### src/rtl/pow2_div_pkg.sv
package pow2_div_pkg;

    // width of one stream's log-encoded divide code
    localparam int CODE_W = 3;
    // counter width: largest period is 2^(2^CODE_W - 2)
    localparam int CNT_W  = (1 << CODE_W) - 2;

    typedef logic [CODE_W-1:0] code_t;
    typedef logic [CNT_W-1:0]  count_t;

    // per-stream registered state
    typedef struct packed {
        code_t  act;   // code currently running
        count_t cnt;   // position inside the running period
        logic   tick;  // registered enable output
    } chan_state_t;

endpackage

### src/rtl/pow2_div_chan.sv
module pow2_div_chan
    import pow2_div_pkg::*;
(
    input  logic  clk,
    input  logic  rst,
    input  logic  src_valid,
    input  code_t pend_code,
    output code_t act_code,
    output logic  tick
);

    chan_state_t st_d, st_q;

    logic [CNT_W:0] span;
    logic [CNT_W:0] span_m1;
    count_t         last_cnt;
    logic           at_end;

    // period length for the running code, minus one
    always_comb begin
        span     = {{CNT_W{1'b0}}, 1'b1} << (st_q.act - code_t'(1));
        span_m1  = span - {{CNT_W{1'b0}}, 1'b1};
        last_cnt = span_m1[CNT_W-1:0];
        at_end   = (st_q.act != '0) && (st_q.cnt == last_cnt);
    end

    always_comb begin
        st_d      = st_q;
        st_d.tick = src_valid && at_end;
        if (!src_valid) begin
            // quiet source: adopt the new code now, restart the count
            st_d.act = pend_code;
            st_d.cnt = '0;
        end else if ((st_q.act == '0) || at_end) begin
            // period boundary: the only place a code may change
            st_d.act = pend_code;
            st_d.cnt = '0;
        end else begin
            st_d.cnt = st_q.cnt + {{(CNT_W-1){1'b0}}, 1'b1};
        end
    end

    always_ff @(posedge clk) begin
        if (rst) begin
            st_q <= '0;
        end else begin
            st_q <= st_d;
        end
    end

    assign act_code = st_q.act;
    assign tick     = st_q.tick;

endmodule

### src/rtl/pow2_cfg_regs.sv
module pow2_cfg_regs
    import pow2_div_pkg::*;
#(
    parameter int NUM_CH = 3,
    parameter int STRIDE = 4,
    parameter int DATA_W = 16,
    parameter int ADDR_W = 2
) (
    input  logic                     clk,
    input  logic                     rst,
    input  logic                     wr_en,
    input  logic [ADDR_W-1:0]        addr,
    input  logic [DATA_W-1:0]        wr_data,
    input  logic                     src_valid,
    input  logic [NUM_CH*CODE_W-1:0] act_codes,
    output logic [NUM_CH*CODE_W-1:0] pend_codes,
    output logic [DATA_W-1:0]        rd_data
);

    localparam int          VALID_BIT = NUM_CH * STRIDE;
    localparam [ADDR_W-1:0] A_CFG     = ADDR_W'(0);
    localparam [ADDR_W-1:0] A_STAT    = ADDR_W'(1);

    logic [NUM_CH*CODE_W-1:0] pend_d, pend_q;
    logic [DATA_W-1:0]        cfg_word;
    logic [DATA_W-1:0]        stat_word;

    // next stored codes: fields lifted out of the write word
    always_comb begin
        pend_d = pend_q;
        if (wr_en && (addr == A_CFG)) begin
            for (int i = 0; i < NUM_CH; i++) begin
                pend_d[i*CODE_W +: CODE_W] = wr_data[i*STRIDE +: CODE_W];
            end
        end
    end

    always_ff @(posedge clk) begin
        if (rst) begin
            pend_q <= '0;
        end else begin
            pend_q <= pend_d;
        end
    end

    // readback words, fields spread over the same positions
    always_comb begin
        cfg_word  = '0;
        stat_word = '0;
        for (int i = 0; i < NUM_CH; i++) begin
            cfg_word[i*STRIDE +: CODE_W]  = pend_q[i*CODE_W +: CODE_W];
            stat_word[i*STRIDE +: CODE_W] = act_codes[i*CODE_W +: CODE_W];
        end
        stat_word[VALID_BIT] = src_valid;
    end

    always_comb begin
        case (addr)
            A_CFG:   rd_data = cfg_word;
            A_STAT:  rd_data = stat_word;
            default: rd_data = '0;
        endcase
    end

    assign pend_codes = pend_q;

endmodule

### src/rtl/pow2_tick_divider.sv
module pow2_tick_divider
    import pow2_div_pkg::*;
#(
    parameter int NUM_CH = 3,
    parameter int STRIDE = 4,
    parameter int DATA_W = 16,
    parameter int ADDR_W = 2
) (
    input  logic              clk,
    input  logic              rst,
    input  logic              src_valid,
    input  logic              wr_en,
    input  logic [ADDR_W-1:0] addr,
    input  logic [DATA_W-1:0] wr_data,
    output logic [DATA_W-1:0] rd_data,
    output logic [NUM_CH-1:0] tick_o
);

    logic [NUM_CH*CODE_W-1:0] pend_codes;
    logic [NUM_CH*CODE_W-1:0] act_codes;

    pow2_cfg_regs #(
        .NUM_CH (NUM_CH),
        .STRIDE (STRIDE),
        .DATA_W (DATA_W),
        .ADDR_W (ADDR_W)
    ) u_regs (
        .clk        (clk),
        .rst        (rst),
        .wr_en      (wr_en),
        .addr       (addr),
        .wr_data    (wr_data),
        .src_valid  (src_valid),
        .act_codes  (act_codes),
        .pend_codes (pend_codes),
        .rd_data    (rd_data)
    );

    for (genvar g = 0; g < NUM_CH; g++) begin : g_chan
        pow2_div_chan u_chan (
            .clk       (clk),
            .rst       (rst),
            .src_valid (src_valid),
            .pend_code (pend_codes[g*CODE_W +: CODE_W]),
            .act_code  (act_codes[g*CODE_W +: CODE_W]),
            .tick      (tick_o[g])
        );
    end

endmodule

### config.mk
export PLATFORM = sky130hd
export DESIGN_NAME = pow2_tick_divider
export DESIGN_NICKNAME = d
export VERILOG_FILES = /design/src/rtl/pow2_div_pkg.sv /design/src/rtl/pow2_div_chan.sv /design/src/rtl/pow2_cfg_regs.sv /design/src/rtl/pow2_tick_divider.sv
export SDC_FILE = /design/constraint.sdc
export NUM_CORES = 1
export LEC_CHECK = 0
export BUFFER_PORTS_ARGS = -buffer_cell sky130_fd_sc_hd__buf_2
export CAP_MARGIN = 5
export CORE_AREA = 4 4 71 73
export DETAILED_ROUTE_END_ITERATION = 7
export DIE_AREA = 0 0 75 77
export PLACE_DENSITY = 0.78
export SYNTH_ARGS = -nofsm -noshare
export SYNTH_HDL_FRONTEND = slang
export SYNTH_SLANG_ARGS = --single-unit
### constraint.sdc
create_clock -name clk -period 3 [get_ports clk]
set_input_delay 0.45 -clock clk [delete_from_list [all_inputs] [get_ports clk]]
set_output_delay 0.45 -clock clk [all_outputs]
set_load 0.02 [all_outputs]
; Word-level counts from Yosys, hierarchy flattened
; Index checks and enable logic that the tools add are counted.
[word_totals]
reg_bits = 39
word_cells = 60
[op_classes]
addsub = 9
eq_ne = 7
shifts = 3
n_mux = 10
n_bitwise = 1
reduce_logical = 20
[op_table]
columns = operator, n
row1 = 9-bit 2-to-1 mux, 3
row2 = 13-bit case mux with 2 select lines, 1
row3 = "6-bit by 1-bit adder with 6-bit output, second input constant", 3
row4 = 6-bit equality test, 3
row5 = 6-bit 2-to-1 mux, 3
row6 = "1-bit by 3-bit left shift with 6-bit output, first input constant", 3
row7 = "6-bit by 1-bit subtractor with 6-bit output, second input constant", 3
row8 = 3-bit logical NOT, 3
row9 = 3-bit 2-to-1 mux, 3
row10 = 3-bit nonzero test, 3
row11 = 3-bit OR reduction, 3
row12 = "3-bit by 1-bit subtractor with 3-bit output, second input constant", 3
row13 = 1-bit logical AND, 7
row14 = "2-bit by 1-bit != test with 1-bit output, second input constant", 3
row15 = 1-bit logical OR, 3
row16 = "2-bit by 1-bit equality test with 1-bit output, second input constant", 1
row17 = 2-bit logical NOT, 1
row18 = 1-bit NOT, 1

; Logic depth before layout (Yosys ltp)
; Gate-level depths: netlist of the first run.
[logic_depth]
depth_word = 8
ltp_mapped = 14
ltp_nobuf = 11

; Hierarchy
; From an unflattened synthesis of the first run, not the netlist that was laid out.
[unflattened]
cells_unflattened = 284
area_unflattened_um2 = 2612.5
[by_module_without_submodules]
columns = mod, n_inst, cells_per_inst, area_each_um2
row1 = pow2_div_chan, 3, 72, 668.1
row2 = pow2_cfg_regs, 1, 68, 608.1

; Least setup slack after synthesis of the first run
; OpenSTA, ideal clock, no wires.
[synth_timing]
path_kind = register to register
start = register g_chan[2].u_chan.st_q, in the netlist g_chan[2].u_chan.act_code[0]
end = register g_chan[2].u_chan.st_q[3] (netlist name)
arrival_ps = 2501
required_ps = 2880
setup_slack_ps = 379
stages_incl_launch_ff = 13
synth_period_minus_slack_ps = 2621
path_cell_list = dfxtp_1 -> clkbuf_1 -> nor2_1 -> ha_1 -> buf_2 -> nor2b_1 -> nand2_1 -> ha_1 -> xnor2_1 -> a41oi_1 -> nor4_2 -> a311o_1 -> nor2_1
[synth_between]
elab_chain_len = 7
[synth_rtl]
columns = item, line_no
row1 = "start, declared", pow2_div_chan.sv:12  ; chan_state_t st_d, st_q;
row2 = "start signal, assigned", pow2_div_chan.sv:47  ; st_q <= st_d;
row3 = 3-bit by 1-bit subtractor with 3-bit output, pow2_div_chan.sv:21  ; span = {{CNT_W{1'b0}}, 1'b1} << (st_q.act - code_t'(1));
row4 = 1-bit by 3-bit left shift with 6-bit output, pow2_div_chan.sv:21
row5 = 6-bit by 1-bit subtractor with 6-bit output, pow2_div_chan.sv:22  ; span_m1 = span - {{CNT_W{1'b0}}, 1'b1};
row6 = 6-bit equality test, pow2_div_chan.sv:24  ; at_end = (st_q.act != '0) && (st_q.cnt == last_cnt);
row7 = 1-bit logical AND, pow2_div_chan.sv:24
row8 = 1-bit logical OR (*), pow2_div_chan.sv:34  ; end else if ((st_q.act == '0) || at_end) begin
row9 = 3-bit OR reduction (no source line) (*), --
; Every way passes the cells marked *; elsewhere a longest branch is shown, timed or not.
; A chain may end at the register's enable or synchronous reset.

; Final worst setup path of the first run
[layout_timing]
start = register g_chan[0].u_chan.st_q, in the netlist g_chan[0].u_chan.act_code[2]
end = register g_chan[0].u_chan.st_q[3] (netlist name)
[layout_between]
elab_chain_len = 7
[layout_rtl]
columns = item, line_no
row1 = "start, declared", pow2_div_chan.sv:12
row2 = "start signal, assigned", pow2_div_chan.sv:47
row3 = 3-bit by 1-bit subtractor with 3-bit output, pow2_div_chan.sv:21
row4 = 1-bit by 3-bit left shift with 6-bit output, pow2_div_chan.sv:21
row5 = 6-bit by 1-bit subtractor with 6-bit output, pow2_div_chan.sv:22
row6 = 6-bit equality test, pow2_div_chan.sv:24
row7 = 1-bit logical AND, pow2_div_chan.sv:24
row8 = 1-bit logical OR (*), pow2_div_chan.sv:34
row9 = 3-bit OR reduction (no source line) (*), --
; Marks and branches as above.

==> results.yml, run 1 <==
clock_network:
  tritoncts: "built"
  cts-root-buf: "clkbuf_8"
  htreeDepth: 2
  cts.path.max_buffers: 2
  post-cts-setup-buffers: 0
  cts_hold_buffers: 0
  cts_resized: 0
  clk_latency_ns: 0.29
  path_clk_slew_ns: 0.08
  clock_sinks: 39
  cts_buffers: 5
die:
  fp.dieH_um: 77
  start_util_pct: 54.9
  die_area_um2: 5780
  core_area_um2: 4350
  die_x_um: 75
  rows: 24
  ios: 41
yosys:
  synth-main-ff-cell: "dfxtp_1"
  ys_seq_area_share_pct: 32.7
  synth_compound_area_share_pct: 6.49
  yosys.cell_count.top_type: "nor2_1"
  yosys_warnings: 0
  yosys_register_bits: 39
  synthTopCellsByCount: "nor2_1, dfxtp_1, mux2i_1"
  synth.distinct_cells: 43
  synth_area_um2: 2390
  synth_cells: 274
  synth_area_per_cell_um2: 8.72
  synthAdderAreaFrac_pct: 4.71
  synth.area.mux_share_pct: 11.8
  synth_top_area_share_pct: 32.7
  synth_area_leaders: "dfxtp_1, mux2i_1, nand2b_1"
  synth-xor-area-share_pct: 10.6
  synth_top_family_by_area: "simple AND/OR/NAND/NOR gates"
  synthSimpleGateAreaFrac_pct: 25.7
  synth-edff-count: 0
  synthArstFlopShare_pct: 0
  yosysTopAreaCell: "dfxtp_1"
timing:
  hold_viol: 0
  final-max-slew-violation-count: 0
  rsz0062_at_grt: "no"
  setup_tns_ns: 0
  min_period_over_period_pct: 88.2
  min_period_ns: 2.65
  fmax_mhz: 378
  worst_hold_slack_ns: 0.395
  finalSetupViolCount: 0
  finClkSkew_ns: 0.00541
drt:
  num_vias: 1838
  post_drt_wl_per_cell_um: 12.7
  drcViolationCount: 0
  vias_per_cell: 5.27
  routed_wl_mm: 4.42
  ant_nets: 0
  first_iter_violations: 46
  firstDrtPassIters: 4
grt:
  grt_pass1_wl_mm: 7.75
  globalRouteOverflowTotal: 0
  grt_pass1_vias: 1759
  grt_max_degree: 34
  grt_use_total_pct: 16.8
  antenna_found_initial: 0
power:
  p_per_area_nw_per_um2: 407
  p_switching_uw: 252
  leakagePower_uw: 0.00101
  power_frac_clock_pct: 40.4
  vdd_ir_drop_max_v: 0.000348
  cell_internal_pwr_uw: 818
  p_sw_share_pct: 23.5
  combPwrFrac_pct: 10.0
  pwr-share-seq_pct: 49.5
setup_path:
  cp_cell_sequence: "inv_1 > ha_1 > nand2_1 > or2_1 > ha_1 > xor2_1 > nor3b_1 > or3_1 > a211oi_2 > or3_1 > nor2_2"
  crit_path_max_fanout: 6
  crit_path_max_incr_delay_ns: 0.36
  start_kind: "register"
  cpMaxStageDelayCell: "dfxtp_1"
  r2r_cells: 11
  arrival_ns: 2.82
  end_kind: "register"
  worst_ep_required_time_ns: 3.18
  crit_buf_inv: 1
  crit_type: "reg -> reg"
  cp_top_family: "simple AND/OR/NAND/NOR gates"
  critical_path_depth: 11
finish:
  fin_cells: 349
  nNetsFinal: 327
  areaGrowthSynthToFinish_pct: 9.95
  fin_area_um2: 2630
  n_fill_cell: 355
  drive_gt1_share_pct: 19.5
  n_antenna_cell: 0
placement:
  dpl.cell_count: 341
  portBuffers: 27
  dpl_cell_area_um2: 2510
  hpwl_mm: 3.21
  gp_congestion: 0.790
worst_hold_path:
  min_path_type: "in -> reg"
  min_path_cells: 3
run_status:
  status: "completed"
job:
  cap_violations: 0
## path summary, 6_finish.rpt
check / from / endpoint / slack [ns]
hold / removal: wr_data[9] / u_regs.pend_codes[7] / 0.39
setup reg to reg: g_chan[0].u_chan.act_code[2] / g_chan[0].u_chan.st_q[3] / 0.35
setup / recovery: g_chan[0].u_chan.act_code[2] / g_chan[0].u_chan.st_q[3] / 0.35
hold reg to reg: g_chan[0].u_chan.st_q[1] / g_chan[0].u_chan.st_q[1] / 0.48
## cells by family after synthesis
logic type | count (synthesis)
mux | 28
other cells | 1
xor+xnor | 29
flops | 39
buf+inv | 32
simple gates | 115
fa+ha+maj | 9
compound gates | 21
## power groups by stage
stage	sequential [uW]	clock, uW	combinational (uW)
floorplan	541	0	87.6
global placement	542	0	104
detailed placement	542	0	106
CTS	530	444	108
global route	531	466	119
finish	530	433	107
## cell usage in the layout (no fill, tap or decap), types with 4 or more instances in the layout
cell type	synthesis	layout
ha_1	9	9
nor2_1	40	40
nand3_1	9	9
or3_1	4	4
nor3_1	4	4
xor2_1	15	15
nand2b_1	24	24
mux2i_1	27	27
nand2_1	8	8
o21ai_0	6	6
buf_2	4	27
buf_4	9	9
inv_1	6	6
xnor2_1	14	14
nor2_2	6	6
dfxtp_1	39	39
conb_1	1	6
clkbuf_8	0	5
nand3b_1	7	7
## layout make-up
class                   instances  area [um^2]  area share [%]
well taps                      52         65.1            2.48
clock buffers                   5         68.8            2.62
repair buffers                 36          203            7.71
multi-input cells             208         1440            55.0
inverters                       6         22.5           0.857
clock inverters                 3         43.8            1.67
flip-flops and latches         39          781            29.7
## worst reg2reg max path, stage by stage (launching register included)
cell	delay [ns]
dfxtp_1	0.36
inv_1	0.06
ha_1	0.29
nand2_1	0.06
or2_1	0.23
ha_1	0.26
xor2_1	0.15
nor3b_1	0.07
or3_1	0.36
a211oi_2	0.29
or3_1	0.34
nor2_2	0.07
## state kept, by name, summed over array words and instances, names as in the netlist
signal and flops:
g_chan.u_chan.act_code 9, g_chan.u_chan.st_q 18, g_chan.u_chan.tick 3, u_regs.pend_codes 9
## through the flow
stage	total power [uW]	setup WS [ns]	utilization (%)
2_1_floorplan	628	0.379	-
3_3_place_gp	646	0.428	57.8
3_5_place_dp	648	0.338	57.8
4_1_cts	1080	0.318	60.3
5_1_grt	1120	0.165	60.3
6_report	1070	0.355	60.3
## metal layers
metal	vias up	GRT usage [%]	wire (um)
met1	859	21.1	1990
met5	-	0	0
met4	0	4.80	40
met3	4	4.05	194
li1	940	-	-
met2	35	28.0	2200
No activity file was read; power rests on OpenSTA's default activity.
==> run 2: changes to the inputs <==
==> constraint.sdc (replaced) <==
create_clock -name clk -period 3 [get_ports clk]
set_input_delay 0.3 -clock clk [delete_from_list [all_inputs] [get_ports clk]]
set_output_delay 0.3 -clock clk [all_outputs]
set_load 0.02 [all_outputs]
==> run 2 against run 1 <==
  * Clock skew is 0.0026 ns lower
  * Critical endpoint is now g_chan[2].u_chan.st_q[3]
  * Register-to-register slack worse by 0.02 ns
  * Critical path depth is 1 lower
  * Hold slack worse by 0.15 ns
  * Clock power is 19% lower
  * Global-route usage is 0.52 points lower
  * Power is 8.1% lower
  * Flip-flop and latch count stayed put
  * Non-clock buffer count is 2 lower
  * Cell area is 1.5% lower
  * Sequential power hardly changed
  * Sequential share of layout area is 0.45 points higher
==> results.yml, run 2 (same netlist as run 1, synthesis figures left out) <==
run_status:
  status: "completed"
setup_path:
  crit_path_max_incr_delay_ns: 0.49
  worst_ep_required_time_ns: 3.18
  end_kind: "register"
  r2r_cells: 10
  crit_path_max_fanout: 10
  start_kind: "register"
  cp_cell_sequence: "nor2_1 > ha_1 > nor2b_1 > nand2_1 > ha_1 > xnor2_1 > a41oi_1 > nor4_2 > a311o_1 > nor2_1"
  arrival_ns: 2.84
  crit_type: "reg -> reg"
  cpMaxStageDelayCell: "dfxtp_1"
  regToRegSetupSlack_ns: 0.34
finish:
  top_register: "g_chan.u_chan.st_q"
  n_fill_cell: 362
  areaGrowthSynthToFinish_pct: 8.32
  multi_input_area_um2: 1440
  final_common_cell: "nor2_1"
  drive_gt1_share_pct: 19.0
  nNetsFinal: 325
  largest_register_ffs: 18
  final_cell_mix: "nor2_1, dfxtp_1, mux2i_1, buf_2, nand2b_1"
  n_antenna_cell: 0
  fin_area_um2: 2590
  regArea_um2: 781
clock_network:
  cts_hold_buffers: 0
  path_clk_slew_ns: 0.08
  htreeDepth: 2
  cts_buffers: 5
  tritoncts: "built"
  clk_latency_ns: 0.29
  cts.path.max_buffers: 2
  post-cts-setup-buffers: 0
  cts_resized: 0
  cts-root-buf: "clkbuf_8"
  clock_sinks: 39
power:
  p_per_area_nw_per_um2: 380
  power_frac_clock_pct: 35.5
  cell_internal_pwr_uw: 732
  p_switching_uw: 252
  combPwrFrac_pct: 10.6
  vdd_ir_drop_max_v: 0.000311
  leakagePower_uw: 0.000984
  pwr-share-seq_pct: 54.0
  p_sw_share_pct: 25.6
timing:
  final-max-slew-violation-count: 0
  setup_tns_ns: 0
  worstMarginPinSlew_ns: 0.890
  min_period_over_period_pct: 88.7
  hold_viol: 0
  rsz0062_at_grt: "no"
  min_period_ns: 2.66
  finalSetupViolCount: 0
  finClkSkew_ns: 0.00277
  fmax_mhz: 376
  slew_headroom_pct: 40.4
placement:
  portBuffers: 27
  gp_congestion: 0.786
  hpwl_mm: 3.16
  dpl_cell_area_um2: 2500
grt:
  grt_use_total_pct: 16.3
  globalRouteOverflowTotal: 0
  grt_pass1_vias: 1793
  grt_max_degree: 34
  grt_pass1_wl_mm: 7.56
  antenna_found_initial: 0
die:
  die_area_um2: 5780
  start_util_pct: 54.9
  ios: 41
  fp.dieH_um: 77
  core_area_um2: 4350
  die_x_um: 75
  rows: 24
drt:
  drcViolationCount: 0
  first_iter_violations: 56
  firstDrtPassIters: 4
  num_vias: 1793
  routed_wl_mm: 4.14
  post_drt_wl_per_cell_um: 11.9
  ant_nets: 0
  vias_per_cell: 5.17
job:
  cap_violations: 0
worst_hold_path:
  min_path_cells: 3
  min_path_type: "in -> reg"
## run 2: cell count changes in the layout (fill, tap and decap cells not counted)
cell	delta
bufinv_16	-1
buf_4	-2
clkinv_4	-1
clkinvlp_4	+2
## run 2: routing by layer
layer | track usage, % | share of wire, % | routed length [um]
met1 | 20.7 | 47 | 1930
met2 | 26.3 | 47 | 1960
met3 | 3.01 | 5.0 | 208
met4 | 7.30 | 1.0 | 42
met5 | 0 | 0 | 0
## run 2: final cells by class
class	instances	share of cell area, %
Clock buffer	5	2.66
Sequential cell	39	30.2
Timing Repair Buffer	34	7.25
Inverter	6	0.870
Multi-Input combinational cell	208	55.8
Tap cell	52	2.51
Clock inverter	3	0.773
## run 2: path summary, 6_finish.rpt
kind                                                 end                          from
worst min register to register  g_chan[2].u_chan.st_q[1]      g_chan[2].u_chan.st_q[1]
worst min-delay path                u_regs.pend_codes[7]                    wr_data[9]
worst max register to register  g_chan[2].u_chan.st_q[3]  g_chan[2].u_chan.act_code[0]
worst max-delay path            g_chan[2].u_chan.st_q[3]  g_chan[2].u_chan.act_code[0]
## run 2: stage by stage
stage          setup WS, ns  total power (uW)  utilization, %  cells  hold slack, ns
2_1_floorplan         0.379               628               -    279           0.440
3_3_place_gp          0.411               645            57.4    339           0.457
3_5_place_dp          0.342               647            57.4    339           0.457
4_1_cts               0.316               997            59.5    347           0.236
5_1_grt              0.0853              1030            59.5    347           0.259
6_report              0.338               983            59.5    347           0.244
## run 2: worst max-delay path, delay by kind of cell, from the launching register on
kind | cells | cell delay, ns
AND/OR/NAND/NOR | 5 | 0.84
adder cells (fa/ha/maj) | 2 | 0.56
flip-flops | 1 | 0.49
AO/OA/AOI/OAI | 2 | 0.44
XOR/XNOR | 1 | 0.22
## run 2: power by group through the flow
stage | combinational [uW] | clock [uW] | sequential [uW]
2_1_floorplan | 87.6 | 0 | 541
6_report | 104 | 349 | 531
3_3_place_gp | 102 | 0 | 542
4_1_cts | 105 | 361 | 531
3_5_place_dp | 104 | 0 | 543
5_1_grt | 117 | 383 | 532
